--- config.mk ---
export PLATFORM = sky130hd
export DESIGN_NAME = pwm_duty_conv
export DESIGN_NICKNAME = d
export VERILOG_FILES = /design/src/rtl/pwm_conv_pkg.sv /design/src/rtl/pwm_conv_sync.sv /design/src/rtl/pwm_conv_ctrl.sv /design/src/rtl/pwm_conv_dp.sv /design/src/rtl/pwm_duty_conv.sv
export SDC_FILE = /design/constraint.sdc
export NUM_CORES = 1
export LEC_CHECK = 0
export ABC_AREA = 1
export CAP_MARGIN = 20
export CORE_MARGIN = 3
export CORE_UTILIZATION = 55
export DETAILED_ROUTE_END_ITERATION = 12
export HOLD_SLACK_MARGIN = 0.03
export PLACE_DENSITY = 0.76
export SLEW_MARGIN = 5
export SYNTH_ARGS = -nofsm -noshare
export SYNTH_HDL_FRONTEND = slang
export SYNTH_SLANG_ARGS = --single-unit
--- constraint.sdc ---
create_clock -name clk -period 1.8 [get_ports clk]
set_input_delay 0.36 -clock clk [delete_from_list [all_inputs] [get_ports clk]]
set_output_delay 0.36 -clock clk [all_outputs]
set_load 0.02 [all_outputs]
--- src/rtl/pwm_conv_pkg.sv ---
package pwm_conv_pkg;
  timeunit 1ns;
  timeprecision 100ps;

  // Strobes from the control FSM to the datapath
  typedef struct packed {
    logic restart;  // rising edge seen: close measurement, restart counters
    logic load;     // accepted edge: load divider operands
    logic step;     // one restoring-division iteration
    logic finish;   // publish quotient and pulse the update strobe
  } ctrlStrobe_t;

  typedef enum logic [1:0] {
    ST_IDLE = 2'd0,
    ST_DIV  = 2'd1,
    ST_FIN  = 2'd2
  } convState_t;
endpackage

--- src/rtl/pwm_conv_sync.sv ---
module pwm_conv_sync #(
  parameter int STAGES = 2
) (
  input  logic clk,
  input  logic rstN,
  input  logic asyncIn,
  output logic syncOut
);
  timeunit 1ns;
  timeprecision 100ps;

  logic [STAGES-1:0] stageQ;

  for (genvar g = 0; g < STAGES; g++) begin : g_stage
    if (g == 0) begin : g_first
      always_ff @(posedge clk or negedge rstN) begin
        if (!rstN) stageQ[g] <= 1'b0;
        else       stageQ[g] <= asyncIn;
      end
    end else begin : g_next
      always_ff @(posedge clk or negedge rstN) begin
        if (!rstN) stageQ[g] <= 1'b0;
        else       stageQ[g] <= stageQ[g-1];
      end
    end
  end

  assign syncOut = stageQ[STAGES-1];
endmodule

--- src/rtl/pwm_conv_ctrl.sv ---
module pwm_conv_ctrl
  import pwm_conv_pkg::*;
#(
  parameter int CODE_W = 8
) (
  input  logic        clk,
  input  logic        rstN,
  input  logic        pwmSync,
  input  logic        perShort,
  input  logic        perSat,
  output ctrlStrobe_t strobes
);
  timeunit 1ns;
  timeprecision 100ps;

  localparam int IW = (CODE_W > 1) ? $clog2(CODE_W) : 1;
  localparam logic [IW-1:0] LAST_ITER = IW'(CODE_W - 1);

  logic       prevLvl;
  logic       rise;
  logic       armed;
  logic       accept;
  logic [IW-1:0] iterQ;
  convState_t state;

  assign rise   = pwmSync & ~prevLvl;
  assign accept = rise & armed & ~perShort & ~perSat & (state == ST_IDLE);

  always_ff @(posedge clk or negedge rstN) begin
    if (!rstN) prevLvl <= 1'b0;
    else       prevLvl <= pwmSync;
  end

  // An edge arms the converter; a saturated period disarms it so the
  // next edge only reopens measurement.
  always_ff @(posedge clk or negedge rstN) begin
    if (!rstN)       armed <= 1'b0;
    else if (rise)   armed <= 1'b1;
    else if (perSat) armed <= 1'b0;
  end

  always_ff @(posedge clk or negedge rstN) begin
    if (!rstN) begin
      state <= ST_IDLE;
      iterQ <= '0;
    end else begin
      unique case (state)
        ST_IDLE: begin
          iterQ <= '0;
          if (accept) state <= ST_DIV;
        end
        ST_DIV: begin
          iterQ <= iterQ + 1'b1;
          if (iterQ == LAST_ITER) state <= ST_FIN;
        end
        ST_FIN:  state <= ST_IDLE;
        default: state <= ST_IDLE;
      endcase
    end
  end

  always_comb begin
    strobes.restart = rise;
    strobes.load    = accept;
    strobes.step    = (state == ST_DIV);
    strobes.finish  = (state == ST_FIN);
  end
endmodule

--- src/rtl/pwm_conv_dp.sv ---
module pwm_conv_dp
  import pwm_conv_pkg::*;
#(
  parameter int CODE_W         = 8,
  parameter int CNT_W          = 12,
  parameter int MIN_PERIOD_CYC = 20,
  parameter int MIN_PULSE_CYC  = 5
) (
  input  logic              clk,
  input  logic              rstN,
  input  logic              pwmSync,
  input  ctrlStrobe_t       strobes,
  output logic              perShort,
  output logic              perSat,
  output logic [CODE_W-1:0] codeOut,
  output logic              updStrobe
);
  timeunit 1ns;
  timeprecision 100ps;

  localparam logic [CNT_W-1:0]  CNT_MAX   = {CNT_W{1'b1}};
  localparam logic [CNT_W-1:0]  PER_MIN   = CNT_W'(MIN_PERIOD_CYC);
  localparam logic [CNT_W-1:0]  PULSE_MIN = CNT_W'(MIN_PULSE_CYC);
  localparam logic [CODE_W-1:0] CODE_FULL = {CODE_W{1'b1}};

  logic [CNT_W-1:0]  perCnt, hiCnt;
  logic [CNT_W-1:0]  lowTime;
  logic [CNT_W:0]    remQ;
  logic [CNT_W-1:0]  divQ;
  logic [CODE_W-1:0] quoQ;
  logic              forceZero, forceFull;
  logic [CNT_W:0]    remShift;
  logic              remFits;

  assign perSat   = (perCnt == CNT_MAX);
  assign perShort = (perCnt < PER_MIN);
  assign lowTime  = perCnt - hiCnt;

  // Saturating period and high-time counters, restarted on each rising edge
  always_ff @(posedge clk or negedge rstN) begin
    if (!rstN) begin
      perCnt <= '0;
      hiCnt  <= '0;
    end else if (strobes.restart) begin
      perCnt <= CNT_W'(1);
      hiCnt  <= CNT_W'(1);
    end else begin
      if (perCnt != CNT_MAX) perCnt <= perCnt + 1'b1;
      if (pwmSync && hiCnt != CNT_MAX) hiCnt <= hiCnt + 1'b1;
    end
  end

  assign remShift = {remQ[CNT_W-1:0], 1'b0};
  assign remFits  = (remShift >= {1'b0, divQ});

  // Restoring divider: CODE_W iterations of shift / compare / subtract
  always_ff @(posedge clk or negedge rstN) begin
    if (!rstN) begin
      remQ      <= '0;
      divQ      <= '0;
      quoQ      <= '0;
      forceZero <= 1'b0;
      forceFull <= 1'b0;
    end else if (strobes.load) begin
      remQ      <= {1'b0, hiCnt};
      divQ      <= perCnt;
      quoQ      <= '0;
      forceZero <= (hiCnt < PULSE_MIN);
      forceFull <= (lowTime < PULSE_MIN) || (hiCnt >= perCnt);
    end else if (strobes.step) begin
      if (remFits) begin
        remQ <= remShift - {1'b0, divQ};
        quoQ <= {quoQ[CODE_W-2:0], 1'b1};
      end else begin
        remQ <= remShift;
        quoQ <= {quoQ[CODE_W-2:0], 1'b0};
      end
    end
  end

  always_ff @(posedge clk or negedge rstN) begin
    if (!rstN) begin
      codeOut   <= '0;
      updStrobe <= 1'b0;
    end else begin
      updStrobe <= strobes.finish;
      if (strobes.finish) begin
        if (forceZero)      codeOut <= '0;
        else if (forceFull) codeOut <= CODE_FULL;
        else                codeOut <= quoQ;
      end
    end
  end
endmodule

--- src/rtl/pwm_duty_conv.sv ---
module pwm_duty_conv
  import pwm_conv_pkg::*;
#(
  parameter int CODE_W         = 8,
  parameter int CNT_W          = 12,
  parameter int MIN_PERIOD_CYC = 20,
  parameter int MIN_PULSE_CYC  = 5,
  parameter int SYNC_STAGES    = 2
) (
  input  logic              clk,
  input  logic              rstN,
  input  logic              pwmIn,
  output logic [CODE_W-1:0] codeOut,
  output logic              updStrobe,
  output logic              longFlag
);
  timeunit 1ns;
  timeprecision 100ps;

  // The divider must finish before the next accepted edge
  localparam int MIN_PER_EFF = (MIN_PERIOD_CYC > CODE_W + 2) ? MIN_PERIOD_CYC : CODE_W + 2;

  logic        pwmSync;
  logic        perShort;
  logic        perSat;
  ctrlStrobe_t strobes;

  pwm_conv_sync #(.STAGES(SYNC_STAGES)) sync_i (
    .clk     (clk),
    .rstN    (rstN),
    .asyncIn (pwmIn),
    .syncOut (pwmSync)
  );

  pwm_conv_ctrl #(.CODE_W(CODE_W)) ctrl_i (
    .clk      (clk),
    .rstN     (rstN),
    .pwmSync  (pwmSync),
    .perShort (perShort),
    .perSat   (perSat),
    .strobes  (strobes)
  );

  pwm_conv_dp #(
    .CODE_W         (CODE_W),
    .CNT_W          (CNT_W),
    .MIN_PERIOD_CYC (MIN_PER_EFF),
    .MIN_PULSE_CYC  (MIN_PULSE_CYC)
  ) dp_i (
    .clk       (clk),
    .rstN      (rstN),
    .pwmSync   (pwmSync),
    .strobes   (strobes),
    .perShort  (perShort),
    .perSat    (perSat),
    .codeOut   (codeOut),
    .updStrobe (updStrobe)
  );

  assign longFlag = perSat;
endmodule

==> flow_summary.yaml, run 1 <==
global_route:
  antenna_found_initial: 0
  grt_pass1_wl_mm: 23.0
  met2_usage: 0.479
  met1_usage: 0.360
  grt_use_total: 0.298
  met3_usage: 0.0736
  busiest_layer: "met2"
  grt_max_degree: 35
  grt_pass1_vias: 4850
  gr-total-overflow: 0
yosys:
  synth_area_um2: 4670
  syn-num-nets: 646
  synth-simple-area-share: 0.245
  ys_ff_latch: 76
  synth_top_area_frac: 0.407
  synth.avg_cell_area_um2: 7.63
  synth_top_family_by_area: "simple AND/OR/NAND/NOR gates"
  synth_xor_area_frac: 0.0169
  synth_area_leaders: "dfrtp_1 (41%), nand2_1 (11%), ha_1 (7.8%), inv_1 (7.1%), o21ai_0 (7.1%)"
  yosysUniqueCellTypes: 41
  synth_fa_ha_area_frac: 0.0863
  netlist_instances: 612
  synthMuxAreaShare: 0
  synth_compound_gate_area_share: 0.153
  netlist.top_cell.by_area: "dfrtp_1"
  ys_warn_count: 0
  synth_seq_area_share: 0.407
power_and_ir_drop:
  peakVddDrop_uv: 804
  power.density_cell_area_nw_per_um2: 1540
  p_leak_nw: 3.28
placement:
  portBuffers: 12
  place_ws_ns: -0.253
  hpwlAfterDp_mm: 9.44
  routabilityCongestion: 0.959
routing:
  wl_mm: 16.8
  drc: 0
  wire_per_inst_um: 19.6
  via_per_inst: 6.08
  antenna_left: 0
  drt-initial-drc-count: 482
  vias: 5199
  first_pass_iters: 9
critical_path:
  r2r_slack_ns: -0.25
  cp_data_required_time_ns: 1.44
  regToRegEndpoint: "dp_i.remQ[8]"
  crit_start: "dp_i.perCnt[0]"
  reg2reg_from: "dp_i.divQ[11]"
  critPathLaunchType: "flop"
  crit_fanout: 3
  r2r_cells: 13
  critPathArrivalTime_ns: 1.72
  cp_common_cell: "nand2_2"
  cpPeakStageDelay_ns: 0.38
  path_cells: "buf_4, ha_4, nand2_2, inv_2, nand2_2, nor3_4, nand2_2, inv_2, buf_6"
  critPathKind: "flop to primary output"
  crit_slowest_cell: "dfrtp_1"
  cp-end-kind: "primary output"
  crit_end: "longFlag"
flow_run:
  maxCapViolCount: 0
floorplanning:
  fp.dieArea_um2: 9630
  die_w_um: 98.1
  start_util: 0.586
  num_io_pins: 13
  die_h_um: 98.1
  core_region_area_um2: 7970
  rows: 32
timing:
  relSlewSlack: 0.635
  fin_ws_ns: -0.275
  hold_viol: 0
  setup_violations: 43
  worstMarginPinSlew_ns: 0.543
  slew_violations: 0
  clock.fmax_mhz: 482
  timing.final.crit_share: 1.15
  fin_worst_hold_slack_ns: 0.362
  fin_crit_ns: 2.08
  grt_setup_unrepaired: "true"
  finClkSkew_ns: 0.0160
clocking:
  numCtsBuffers: 9
  clock_sink_count: 76
  clk_latency_ns: 0.38
  path_clk_slew_ns: 0.09
  cts_tree: "built"
  cts_max_level: 3
  cts_root_buf: "clkbuf_8"
  clock_path_buffers: 2
finish:
  diodes: 0
  nNetsFinal: 782
  area_growth_pct: 43.1
  drive_above_1_share: 0.353
status:
  outcome: "finished, violations left"
  violations: "negative setup slack"
worst_hold_path:
  worstHoldPathType: "flop to flop"
## cell type report
cell class	count	area, µm²
inverter	90	348
timing repair buffer	140	1200
clock inverter	7	60.1
sequential	76	1900
clock buffer	9	124
multi-input combinational	431	2920
tap	102	128
fill	398	1290
## metal layers
| metal | vias up | part of all wire | wire, µm |
|---|---|---|---|
| met4 | 0 | 0.071 | 1190 |
| met3 | 109 | 0.082 | 1380 |
| met1 | 2475 | 0.36 | 5990 |
| li1 | 2295 | - | - |
| met5 | - | 0 | 0 |
| met2 | 320 | 0.49 | 8210 |
## kinds of logic (layout without fill, tap and decap cells)
family | after synthesis | in the layout
buffers and inverters | 105 | 246
AND/OR/NAND/NOR | 265 | 265
flip-flops | 76 | 76
XOR/XNOR | 9 | 9
adder cells (fa/ha/maj) | 31 | 31
AO/OA/AOI/OAI | 126 | 126
## placed cells by master (no fill, tap or decap), types with 8 or more instances in the layout
cell type and count:
inv_2 17, o21ai_0 37, o21ai_1 21, nand3_2 10, nand4_1 8, clkdlybuf4s50_1 10
nand2_2 22, buf_6 20, ha_1 13, nand2_1 109, buf_4 105, a21oi_1 19
ha_4 14, nand3_1 42, dfrtp_1 75, nor2_1 41, clkbuf_8 9, inv_1 70
## state kept, by name, indices dropped and copies added (netlist names)
name	count
ctrl_i.prevLvl	1
dp_i.perCnt	12
sync_i.stageQ	1
dp_i.updStrobe	1
dp_i.hiCnt	12
sync_i.syncOut	1
ctrl_i.iterQ	3
dp_i.forceZero	1
dp_i.forceFull	1
dp_i.divQ	12
ctrl_i.armed	1
dp_i.quoQ	8
dp_i.remQ	12
dp_i.codeOut	8
ctrl_i.state	2
## how the worst min path moves through the flow
| stage | startpoint | end | slack, ns | depth (start not counted) |
|---|---|---|---|---|
| after floorplan | rstN | ctrl_i.armed | 0.06 | 0 |
| after detailed placement | rstN | dp_i.remQ[6] | 0.34 | 1 |
| after global routing | sync_i.stageQ[0] | sync_i.syncOut | 0.37 | 0 |
| final | sync_i.stageQ[0] | sync_i.syncOut | 0.36 | 0 |
| after global placement | rstN | dp_i.remQ[6] | 0.34 | 1 |
| after CTS | sync_i.stageQ[0] | sync_i.syncOut | 0.37 | 0 |
## per-stage QoR
stage,setup TNS (ns),power (mW),instances,utilization,area (µm²)
after floorplan,-0.0303,5.19,612,-,4720
after global placement,-1.78,6.65,810,0.708,5640
after detailed placement,-3.47,6.84,810,0.708,5640
after CTS,-1.07,8.86,834,0.771,6150
after global routing,-9.27,10.8,855,0.839,6680
final,-6.11,10.3,855,0.839,6680
## worst max-delay path: cells and delay by family (launching register included)
family	cells	cell delay, ns
flops	1	0.38
fa+ha+maj	1	0.14
buf+inv	4	0.39
simple gates	4	0.44
## synth_stat cells, drive strengths merged
| master | number |
|---|---|
| or2 | 3 |
| buf | 8 |
| o22ai | 6 |
| nand3b | 1 |
| o21a | 1 |
| dfrtp | 76 |
| clkinv | 1 |
| a21boi | 1 |
| o2111ai | 1 |
| xnor2 | 3 |
| a21oi | 30 |
| nor3 | 8 |
| a21o | 2 |
| nor4 | 1 |
| o221a | 1 |
| clkbuf | 7 |
| inv | 89 |
| nor2 | 52 |
| o21ai | 66 |
| nor3b | 1 |
| ha | 29 |
| xor2 | 6 |
| o21bai | 2 |
| o211a | 3 |
| nand4 | 9 |
| fa | 2 |
| nand2 | 137 |
| a22o | 2 |
| nand3 | 53 |
| a31oi | 5 |
| o211ai | 6 |
## what timing repair did
item,in CTS,in global routing
setup endpoints to repair,36,48
pin swaps,31,40
setup buffers,7,20
resized for setup,77,111
gates cloned,0,1
endpoints found under the hold margin,32,0
hold buffers,1,0
## report_power, final
part,switching [mW],leakage [nW],total (mW),internal (mW)
Combinational,3.62,2.18,6.66,3.03
Sequential,0.314,1.01,2.33,2.01
Clock,0.773,0.0844,1.30,0.522
No activity file was read; power rests on OpenSTA's default activity.
==> inputs of run 2 (changes only) <==
- CORE_MARGIN: 3 -> not set
- REMOVE_ABC_BUFFERS: not set -> 1
==> run 2 against run 1 <==
Compared with the run above: the run still ends with negative setup slack left; largest power group unchanged; flip-flop and latch count unchanged; highest routed layer unchanged; critical path depth decreased by 1; critical path type unchanged; clock skew increased by 0.00068 ns; sequential power about the same; clock power increased by 19%; first-iteration DRC count decreased by 7.7%; clock-buffer cell count increased by 1; non-clock buffer count increased by 5.
==> flow_summary.yaml, run 2 (synthesis gave the netlist of run 1 again) <==
status:
  outcome: "finished, violations left"
  violations: "negative setup slack"
critical_path:
  cp-end-kind: "primary output"
  crit_slowest_cell: "dfrtp_1"
  cp_data_required_time_ns: 1.44
  critPathLaunchType: "flop"
  cp_num_buf_inv: 3
  critPathKind: "flop to primary output"
  cpPeakStageDelay_ns: 0.38
  path_cells: "ha_1, nand2_1, inv_1, nand2_2, nor3_4, nand2_2, inv_1, buf_4"
  crit_family: "simple AND/OR/NAND/NOR gates"
  crit_fanout: 3
  critPathArrivalTime_ns: 1.76
timing:
  finClkSkew_ns: 0.0167
  fin_worst_hold_slack_ns: 0.356
  timing.final.crit_share: 1.18
  finalSetupTns_ns: -7.29
  grt_setup_unrepaired: "true"
  hold_viol: 0
  setup_violations: 42
  relSlewSlack: 0.699
  fin_crit_ns: 2.12
  slew_violations: 0
  clock.fmax_mhz: 471
  fin_ws_ns: -0.325
  worstMarginPinSlew_ns: 0.447
placement:
  portBuffers: 12
  hpwlAfterDp_mm: 9.18
  routabilityCongestion: 0.885
  place_ws_ns: -0.267
  dp.cells: 829
  place_area_um2: 5730
finish:
  drive_above_1_share: 0.306
  diodes: 0
  area_growth_pct: 40.1
  fin_area_um2: 6540
  post-route-util: 0.796
  final_cell_mix: "nand2_1 (123), buf_4 (117), inv_1 (75)"
  nNetsFinal: 788
  fillers: 468
  final_cell_count_no_fill: 864
  layout_commonest_cell: "nand2_1"
clocking:
  path_clk_slew_ns: 0.10
  cts_tree: "built"
  cts_max_level: 3
  cts_root_buf: "clkbuf_8"
  clock_path_buffers: 2
  clock_sink_count: 76
  numCtsBuffers: 9
  clk_latency_ns: 0.37
floorplanning:
  die_h_um: 94.1
  fp.dieArea_um2: 8860
  rows: 33
  start_util: 0.568
  die_w_um: 94.1
  core_region_area_um2: 8220
  num_io_pins: 13
global_route:
  grt_max_degree: 38
  grt_pass1_wl_mm: 23.6
  gr-total-overflow: 0
  antenna_found_initial: 0
  grt_pass1_vias: 4976
  grt_use_total: 0.350
routing:
  drt-initial-drc-count: 445
  antenna_left: 0
  wire_per_inst_um: 17.7
  drc: 0
  wl_mm: 15.3
  vias: 5046
  via_per_inst: 5.84
  first_pass_iters: 5
worst_hold_path:
  worstHoldPathType: "flop to flop"
power_and_ir_drop:
  power.density_cell_area_nw_per_um2: 1470
  peakVddDrop_uv: 878
  totalPowerFinal_mw: 9.64
  p_leak_nw: 3.31
flow_run:
  maxCapViolCount: 0
## run 2: worst paths after layout
path / to / depth (start not counted) / start / slack, ns
setup / recovery: longFlag / 8 / dp_i.perCnt[0] / -0.32
hold / removal: sync_i.syncOut / 0 / sync_i.stageQ[0] / 0.36
setup reg to reg: dp_i.divQ[5] / 11 / dp_i.perCnt[0] / -0.26
hold reg to reg: sync_i.syncOut / 0 / sync_i.stageQ[0] / 0.36
max in group asynchronous: dp_i.divQ[11] / 3 / rstN / 0.80
min in group asynchronous: dp_i.quoQ[0] / 2 / rstN / 0.44
## run 2: final cells by class
type                       instances  area, µm²  area share
inverter                          90        345      0.0528
clock buffer                      10        138      0.0210
timing repair buffer             145       1240       0.190
clock inverter                     6       93.8      0.0144
multi-input combinational        431       2680       0.409
timing repair inverter             1       6.26    0.000957
tap                              105        131      0.0201
sequential                        76       1900       0.291
## run 2: where the power goes
group / total [mW] / switching [mW] / internal [mW]
combinational: 5.78 / 3.12 / 2.66
clock: 1.55 / 0.715 / 0.831
sequential: 2.32 / 0.300 / 2.02
## run 2: worst reg2reg max path: cells and delay by family (launching register included)
family                   cells  cell delay (ns)
adder cells (fa/ha/maj)      1             0.24
buffers and inverters        4             0.56
AND/OR/NAND/NOR              5             0.53
AO/OA/AOI/OAI                1             0.23
flip-flops                   1             0.41
## run 2: what timing repair did
item	CTS	global route
endpoints found under the hold margin	24	0
buffers inserted	10	4
endpoints found under the setup margin	41	50
pin swaps	17	8
hold buffers	1	0
cloned	4	0
gates resized for setup	71	47
## run 2: per-layer routing
metal | GRT usage | wire length, µm | up-vias
met4 | 0.188 | 650 | 0
met2 | 0.578 | 7420 | 302
met3 | 0.0680 | 1080 | 82
met5 | 0 | 0 | -
li1 | - | - | 2310
met1 | 0.431 | 6100 | 2352
